$ cat src/rtl/xfs_pkg.sv
package xfs_pkg;

    localparam int WORD_W  = 64;
    localparam int PAGE_W  = 23;
    localparam int IOID_W  = 11;

    // Bit positions of the status and enable words
    localparam int POS_VALID = 63;
    localparam int POS_KHI   = 62;
    localparam int POS_KLO   = 61;
    localparam int POS_OVF   = 60;
    localparam int POS_PAGE  = 12;
    localparam int POS_DIR   = 11;
    localparam int POS_IOID  = 0;

    localparam int POS_EN_SEG  = 62;
    localparam int POS_EN_PAGE = 61;

    typedef enum logic {
        KIND_PAGE = 1'b0,
        KIND_SEG  = 1'b1
    } fault_kind_e;

    typedef enum logic {
        SEL_STATUS = 1'b0,
        SEL_ENABLE = 1'b1
    } reg_sel_e;

    typedef struct packed {
        fault_kind_e       kind;
        logic [PAGE_W-1:0] page;
        logic              rd;
        logic [IOID_W-1:0] ioid;
    } fault_rec_t;

    typedef struct packed {
        logic seg_en;
        logic page_en;
    } fault_enable_t;

    // Two-bit kind code: segment = 11, page = 01, nothing captured yet = 00
    function automatic logic [1:0] kind_code(input fault_kind_e k, input logic seen);
        if (!seen)
            return 2'b00;
        return (k == KIND_SEG) ? 2'b11 : 2'b01;
    endfunction

    function automatic logic [WORD_W-1:0] pack_status(
        input logic       valid,
        input logic       ovf,
        input logic       seen,
        input fault_rec_t rec
    );
        logic [WORD_W-1:0] w;
        w = '0;
        w[POS_VALID]                   = valid;
        {w[POS_KHI], w[POS_KLO]}       = kind_code(rec.kind, seen);
        w[POS_OVF]                     = ovf;
        w[POS_PAGE +: PAGE_W]          = rec.page;
        w[POS_DIR]                     = rec.rd;
        w[POS_IOID +: IOID_W]          = rec.ioid;
        return w;
    endfunction

    function automatic logic [WORD_W-1:0] pack_enable(input fault_enable_t en);
        logic [WORD_W-1:0] w;
        w = '0;
        w[POS_EN_SEG]  = en.seg_en;
        w[POS_EN_PAGE] = en.page_en;
        return w;
    endfunction

    function automatic logic kind_enabled(input fault_kind_e k, input fault_enable_t en);
        return (k == KIND_SEG) ? en.seg_en : en.page_en;
    endfunction

endpackage

$ cat src/rtl/xfs_enable_reg.sv
module xfs_enable_reg
    import xfs_pkg::*;
(
    input  logic              clk,
    input  logic              rst,
    input  logic              wr,
    input  logic [WORD_W-1:0] wdata,
    output fault_enable_t     en_q
);
    always_ff @(posedge clk) begin
        if (rst) begin
            en_q <= '0;
        end else if (wr) begin
            en_q.seg_en  <= wdata[POS_EN_SEG];
            en_q.page_en <= wdata[POS_EN_PAGE];
        end
    end
endmodule

$ cat src/rtl/xfs_capture.sv
module xfs_capture
    import xfs_pkg::*;
(
    input  logic       clk,
    input  logic       rst,
    input  logic       take,      // qualified (enabled) fault this cycle
    input  fault_rec_t rec_in,
    input  logic       clr_valid, // software clears valid
    input  logic       clr_ovf,   // software clears overflow
    output logic       valid_q,
    output logic       ovf_q,
    output logic       seen_q,
    output fault_rec_t rec_q
);
    logic slot_free;
    logic capture;
    logic lost;

    // A pending fault frees its slot in the same cycle as a clearing write
    assign slot_free = !valid_q || clr_valid;
    assign capture   = take && slot_free;
    assign lost      = take && !slot_free;

    always_ff @(posedge clk) begin
        if (rst) begin
            valid_q <= 1'b0;
            ovf_q   <= 1'b0;
            seen_q  <= 1'b0;
            rec_q   <= '0;
        end else begin
            if (capture) begin
                valid_q <= 1'b1;
                seen_q  <= 1'b1;
                rec_q   <= rec_in;
            end else if (clr_valid) begin
                valid_q <= 1'b0;
            end
            ovf_q <= (ovf_q && !clr_ovf) || lost;
        end
    end
endmodule

$ cat src/rtl/xfs_readback.sv
module xfs_readback
    import xfs_pkg::*;
(
    input  reg_sel_e          sel,
    input  logic              valid,
    input  logic              ovf,
    input  logic              seen,
    input  fault_rec_t        rec,
    input  fault_enable_t     en,
    output logic [WORD_W-1:0] rdata
);
    always_comb begin
        unique case (sel)
            SEL_STATUS: rdata = pack_status(valid, ovf, seen, rec);
            SEL_ENABLE: rdata = pack_enable(en);
            default:    rdata = '0;
        endcase
    end
endmodule

$ cat src/rtl/xlat_fault_status.sv
module xlat_fault_status
    import xfs_pkg::*;
(
    input  logic              clk,
    input  logic              rst,
    input  logic              flt_strobe,
    input  logic              flt_is_seg,
    input  logic [PAGE_W-1:0] flt_page,
    input  logic              flt_read,
    input  logic [IOID_W-1:0] flt_ioid,
    input  logic              reg_wr_en,
    input  logic              reg_sel,
    input  logic [WORD_W-1:0] reg_wdata,
    output logic [WORD_W-1:0] reg_rdata,
    output logic              exc_irq
);
    fault_rec_t    rec_in;
    fault_rec_t    cap_rec;
    fault_enable_t en_q;
    reg_sel_e      sel;
    logic          take;
    logic          wr_status;
    logic          wr_enable;
    logic          clr_valid;
    logic          clr_ovf;
    logic          cap_valid;
    logic          cap_ovf;
    logic          cap_seen;

    assign sel         = reg_sel_e'(reg_sel);
    assign rec_in.kind = flt_is_seg ? KIND_SEG : KIND_PAGE;
    assign rec_in.page = flt_page;
    assign rec_in.rd   = flt_read;
    assign rec_in.ioid = flt_ioid;

    assign wr_status = reg_wr_en && (sel == SEL_STATUS);
    assign wr_enable = reg_wr_en && (sel == SEL_ENABLE);
    assign clr_valid = wr_status && !reg_wdata[POS_VALID];
    assign clr_ovf   = wr_status && !reg_wdata[POS_OVF];
    assign take      = flt_strobe && kind_enabled(rec_in.kind, en_q);

    xfs_enable_reg u_enable (
        .clk   (clk),
        .rst   (rst),
        .wr    (wr_enable),
        .wdata (reg_wdata),
        .en_q  (en_q)
    );

    xfs_capture u_capture (
        .clk       (clk),
        .rst       (rst),
        .take      (take),
        .rec_in    (rec_in),
        .clr_valid (clr_valid),
        .clr_ovf   (clr_ovf),
        .valid_q   (cap_valid),
        .ovf_q     (cap_ovf),
        .seen_q    (cap_seen),
        .rec_q     (cap_rec)
    );

    xfs_readback u_readback (
        .sel   (sel),
        .valid (cap_valid),
        .ovf   (cap_ovf),
        .seen  (cap_seen),
        .rec   (cap_rec),
        .en    (en_q),
        .rdata (reg_rdata)
    );

    assign exc_irq = cap_valid && kind_enabled(cap_rec.kind, en_q);

endmodule

$ cat config.mk
export PLATFORM = sky130hd
export DESIGN_NAME = xlat_fault_status
export DESIGN_NICKNAME = d
export VERILOG_FILES = /design/src/rtl/xfs_pkg.sv /design/src/rtl/xfs_enable_reg.sv /design/src/rtl/xfs_capture.sv /design/src/rtl/xfs_readback.sv /design/src/rtl/xlat_fault_status.sv
export SDC_FILE = /design/constraint.sdc
export NUM_CORES = 1
export LEC_CHECK = 0
export BUFFER_PORTS_ARGS = -buffer_cell sky130_fd_sc_hd__buf_2
export CORE_MARGIN = 2
export CORE_UTILIZATION = 42
export DETAILED_ROUTE_END_ITERATION = 12
export PLACE_DENSITY = 0.88
export SLEW_MARGIN = 20
export SYNTH_ARGS = -nofsm -noshare
export SYNTH_HDL_FRONTEND = slang
export SYNTH_HIERARCHICAL = 1
export SYNTH_SLANG_ARGS = --single-unit
$ cat constraint.sdc
create_clock -name clk -period 3.8 [get_ports clk]
set_clock_uncertainty 0.05 [all_clocks]
set_input_delay 0.38 -clock clk [delete_from_list [all_inputs] [get_ports clk]]
set_output_delay 0.38 -clock clk [all_outputs]
set_load 0.02 [all_outputs]
==> impl_metrics.tcl, run 1 <==
set metrics [dict create \
    outcome "finished, final reports clean" \
    setup_viol 0 \
    critPathKind "input pin to flop" \
    p_clk_frac 0.335 \
    drive_gt1_frac 0.296 \
    avgSynthCellArea_sq_um 7.97 \
    post_cts_buffers 0 \
    clk_pin_slew_ps 70 \
    drtAntennaViolNets 0 \
    grt_pass1_wl_um 7090 \
    rr_endpoint "u_capture/rec_q[22]" \
    min_from "reg_wdata[61]" \
    vias 1919 \
    first_iter_violations 68 \
    gp_congestion 0.677 \
    netlist_area_sq_mm 0.00207 \
    wl_um 4520 \
    h-tree-depth 2 \
    pre_cts_ws_ps 1370 \
    power.density_mw_per_mm2 340 \
    drv_slew 0 \
    worst_pin_slew_ps 764 \
    drc 0 \
    yosysUniqueCellTypes 19 \
    syn-instance-count 260 \
    antenna_found_initial 0 \
    cp.arrival_ps 2300 \
    hp-class "input pin to flop" \
    cts_buffer_depth 2 \
    rows 25 \
    final_common_cell "buf_2" \
    r2r_cells 4 \
    power_leakage_nw 1.10 \
    yosysWarnings 6 \
    comb_power_share 0.135 \
    switching_power_uw 217 \
    finalNetCount 436 \
    drv_cap 0 \
    start_kind "input pin" \
    max_freq_mhz 466 \
    io_pins 170 \
    numCtsBuffers 5 \
    holdPathStages 3 \
    gr-usage-all-layers 0.162 \
    antenna_cells 0 \
    gr-total-overflow 0 \
    regArea_sq_um 821 \
    swShare 0.259 \
    ff2ff_setup_slack_ps 2010 \
    slew_headroom 0.488 \
    cts_hold_buf 0 \
    end_kind "flop" \
    grt_max_degree 43 \
    clk_latency_ps 280 \
    worst_hold_slack_ps 288 \
    r2r_start "u_capture/valid_q" \
    cts-root-buf "clkbuf_8" \
    fin_ws_ps 1650 \
    rsz0062_at_grt "no" \
    core_area_sq_mm 0.00475 \
    finalSetupTns_ps 0 \
    viasPerCell 4.82 \
    grt_pass1_vias 1577 \
    die_x_um 74.2 \
    firstDrtPassIters 7 \
    dp_hpwl_um 3000 \
    die_h_um 74.2 \
    power_uw 839 \
    ir_drop_mv 0.236 \
    ys_seq_elements 41 \
    p_int_uw 621 \
    start_util 0.436 \
    mostFrequentLayoutCells "buf_2 (84), dfxtp_1 (41), nor2b_1 (39), a21oi_1 (39), nand3_1 (36)" \
    ys_seq_area_frac 0.396 \
    cts_tree "done" \
    multiInputGateArea_sq_mm 0.00102 \
    min_period_over_period 0.565 \
    numPortBuffers 84 \
    seqPwrFrac 0.531 \
    post_cts_resized 0 \
    worst-path-max-fanout 42 \
    hold_end "u_enable/en_q[0]" \
    final_hold_viol_count 0 \
    wl_per_cell_um 11.3 \
    nFillCells 513 \
    syn_to_final_growth_pct 19.2 \
    clock_sinks 41 \
    worst_ep_required_time_ps 3950 \
    layout_min_cycle_time_ps 2150 \
    dieArea_sq_mm 0.00551 \
]
==> cells in the mapped netlist (all sizes together) <==
master  count  area share
buf        41        0.14
inv         1      0.0018
nand2b      2      0.0060
nand2       2      0.0036
clkbuf      7       0.014
mux2        1      0.0072
mux2i       4       0.019
nor2b      41        0.12
conb        1      0.0018
a21oi      39       0.094
dfxtp      41        0.40
and2        1      0.0030
nor2        6       0.011
nand3      36       0.087
o21ai      37       0.089
==> sequential cells by signal (all words and copies together), names as in the netlist <==
register	count
u_capture/rec_q	36
u_enable/en_q	2
u_capture/ovf_q	1
u_capture/seen_q	1
u_capture/valid_q	1
==> per-layer routing <==
metal,track usage,vias to the layer above,wire (um)
met3,0.0474,4,330
li1,-,971,-
met2,0.270,79,2190
met5,0,-,0
met1,0.204,865,1950
met4,0.0496,0,40
==> how the worst max path moves through the flow <==
stage,from,to,cells past startpoint,slack [ps]
5_1_grt,reg_sel,u_capture/rec_q[11],8,1480
6_report,reg_sel,u_capture/rec_q[22],8,1650
4_1_cts,reg_sel,u_capture/rec_q[25],8,1670
2_1_floorplan,reg_sel,reg_rdata[62],2,2340
3_5_place_dp,reg_sel,u_capture/rec_q[25],8,1370
3_3_place_gp,reg_sel,u_capture/rec_q[27],8,1390
==> worst max-delay path, stage by stage <==
cell and delay (ps):
buf_2 70, buf_4 350, nand2b_1 180, nor2_1 60
nor2b_2 600, buf_4 360, o21ai_1 80, a21oi_1 180
==> area by class of cell <==
type,count,area share
Clock buffer,7,0.0350
Inverter,1,0.00152
Multi-Input combinational cell,194,0.415
Sequential cell,41,0.332
Tap cell,67,0.0339
Timing Repair Buffer,88,0.182
==> kinds of logic (layout without fill, tap and decap cells) <==
kind of cell           after synthesis  count (layout)  synth area share
multiplexers                         5               5            0.0266
AND/OR/NAND/NOR                     88              88             0.234
buffers and inverters               49              96             0.158
AO/OA/AOI/OAI                       76              76             0.184
flip-flops                          41              41             0.396
other                                1              25           0.00181
==> power groups by stage <==
stage / clock [mW] / sequential, mW / combinational (mW)
final: 0.281 / 0.445 / 0.113
after global routing: 0.310 / 0.446 / 0.125
after CTS: 0.293 / 0.445 / 0.113
after detailed placement: 0 / 0.455 / 0.113
after global placement: 0 / 0.455 / 0.112
after floorplan: 0 / 0.454 / 0.0990
==> metrics by stage <==
step | util | cells | instance area (sq um)
floorplan | - | 284 | 2160
global placement | 0.501 | 391 | 2380
detailed placement | 0.501 | 391 | 2380
CTS | 0.519 | 398 | 2470
global route | 0.519 | 398 | 2470
finish | 0.519 | 398 | 2470
Power figures use the tool's default switching activity.
==> run 2, diff against run 1 <==
--- a/config.mk
+++ b/config.mk
@@ -7,9 +7,9 @@
 export LEC_CHECK = 0
 export BUFFER_PORTS_ARGS = -buffer_cell sky130_fd_sc_hd__buf_2
 export CORE_MARGIN = 2
-export CORE_UTILIZATION = 42
+export CORE_UTILIZATION = 39
 export DETAILED_ROUTE_END_ITERATION = 12
-export PLACE_DENSITY = 0.88
+export PLACE_DENSITY = 0.83
 export SLEW_MARGIN = 20
 export SYNTH_ARGS = -nofsm -noshare
 export SYNTH_HDL_FRONTEND = slang
==> constraint.sdc (replaced) <==
create_clock -name clk -period 2.2 [get_ports clk]
set_clock_uncertainty 0.05 [all_clocks]
set_input_delay 0.22 -clock clk [delete_from_list [all_inputs] [get_ports clk]]
set_output_delay 0.22 -clock clk [all_outputs]
set_load 0.02 [all_outputs]
==> run 2 against run 1 <==
  * Core utilization fell by 3.1 points
  * Largest cell class unchanged
  * Via count increased by 0.26%
  * Routed wire length up 2.5%
  * Flip-flop and latch count did not move
  * Clock power is 87% higher
  * Setup slack lost 1200 ps
  * Combinational power rose by 74%
  * Clock-buffer cell count stayed put
  * Sequential share of layout area is 0.35 points lower
  * Cell count rose by 1.3%
  * Non-clock buffer count increased by 1
  * First-iteration DRC count increased by 40%
==> impl_metrics.tcl, run 2 (synthesis gave the netlist of run 1 again) <==
set metrics [dict create \
    gr-usage-all-layers 0.158 \
    ir_drop_mv 0.264 \
    finalSetupTns_ps 0 \
    largest_reg_flops 36 \
    clock_sinks 41 \
    gp_congestion 0.725 \
    io_pins 170 \
    numCtsBuffers 5 \
    drv_slew 0 \
    finish.instance_area_sq_mm 0.00250 \
    core_area_sq_mm 0.00511 \
    drc 0 \
    worst_ep_required_time_ps 2360 \
    numPortBuffers 84 \
    h-tree-depth 2 \
    firstDrtPassIters 4 \
    end_kind "flop" \
    min_period_over_period 0.800 \
    worst_path_max_delay_cell "nor2b_2" \
    die_x_um 76.9 \
    post_cts_buffers 0 \
    mostFrequentLayoutCells "buf_2 (84), dfxtp_1 (41), nor2b_1 (39), a21oi_1 (39), nand3_1 (36)" \
    layout_min_cycle_time_ps 1760 \
    drive_gt1_frac 0.303 \
    critical_path.top_delay_family "simple AND/OR/NAND/NOR gates" \
    gr-total-overflow 0 \
    slowest_delay_ps 640 \
    worst_hold_slack_ps 129 \
    syn_to_final_growth_pct 20.5 \
    finalNetCount 437 \
    grt_max_degree 42 \
    setup_viol 0 \
    cts_tree "done" \
    ff2ff_setup_slack_ps 440 \
    cts-root-buf "clkbuf_8" \
    dpl-instance-area_sq_mm 0.00239 \
    antenna_found_initial 0 \
    cp.arrival_ps 1920 \
    viasPerCell 4.77 \
    start_kind "flop" \
    critPathKind "flop to flop" \
    wl_per_cell_um 11.5 \
    fin_ws_ps 440 \
    vias 1924 \
    drv_cap 0 \
    wl_um 4630 \
    clk_latency_ps 280 \
    outcome "finished, final reports clean" \
    post_cts_resized 0 \
    power.density_mw_per_mm2 598 \
    cts_hold_buf 0 \
    dp_hpwl_um 3090 \
    largestRegisters "u_capture/rec_q (36), u_enable/en_q (2)" \
    regMostFlops "u_capture/rec_q" \
    drtAntennaViolNets 0 \
    grt_pass1_wl_um 7790 \
    dieArea_sq_mm 0.00591 \
    hp-class "input pin to flop" \
    final_common_cell "buf_2" \
    cp.buffers_inverters 1 \
    power_leakage_nw 1.11 \
    rows 26 \
    grt_pass1_vias 1746 \
    final_hold_viol_count 0 \
    antenna_cells 0 \
    clk_pin_slew_ps 80 \
    worst-path-max-fanout 19 \
    rsz0062_at_grt "no" \
    worst_pin_slew_ps 759 \
    utilization 0.489 \
    pre_cts_ws_ps 340 \
    first_iter_violations 95 \
    start_util 0.406 \
    max_freq_mhz 568 \
    crit_chain "nor2b_2 > buf_4 > o21ai_0 > a21oi_1" \
    slew_headroom 0.494 \
    cts_buffer_depth 2 \
    die_h_um 76.9 \
]
run 2: cell types whose count changed in the layout (fill, tap and decap cells not counted), sizes merged:
| cell | before | now |
|---|---|---|
| buf | 88 | 89 |
| clkinv | 0 | 1 |
run 2: power breakdown:
group | switching (mW) | internal, mW | total [mW]
clock | 0.243 | 0.283 | 0.526
combinational | 0.132 | 0.0650 | 0.197
sequential | 0.00861 | 0.760 | 0.769
total | 0.384 | 1.11 | 1.49
run 2: worst reg2reg max path: stages (launching register included):
cell,delay [ps]
dfxtp_1,360
nor2b_2,640
buf_4,360
o21ai_0,120
a21oi_1,150
run 2: cell type report:
class / count / area [sq um]
Tap cell: 70 / 87.6
Sequential cell: 41 / 821
Timing Repair Buffer: 89 / 458
Clock buffer: 7 / 96.3
Fill cell: 534 / 2610
Clock inverter: 1 / 5.00
Multi-Input combinational cell: 194 / 1020
Inverter: 1 / 3.75
run 2: routing by layer:
metal / vias up / share of wire / GRT usage / wire [um]
met5: - / 0 / 0 / 0
li1: 975 / - / - / -
met2: 68 / 0.49 / 0.278 / 2270
met4: 0 / 0.0037 / 0.0382 / 17
met1: 879 / 0.44 / 0.193 / 2040
met3: 2 / 0.065 / 0.0400 / 299
run 2: stage by stage:
stage	power [mW]	cells
finish	1.49	403
detailed placement	0.984	395
floorplan	0.955	284
CTS	1.52	403
global placement	0.980	395
global route	1.57	403
run 2: final timing paths:
path / to / from / depth (start not counted)
hold / removal: u_capture/rec_q[7] / flt_ioid[7] / 3
setup reg to reg: u_capture/rec_q[34] / u_capture/valid_q / 4
setup / recovery: u_capture/rec_q[34] / u_capture/valid_q / 4
hold reg to reg: u_capture/rec_q[18] / u_capture/rec_q[18] / 2
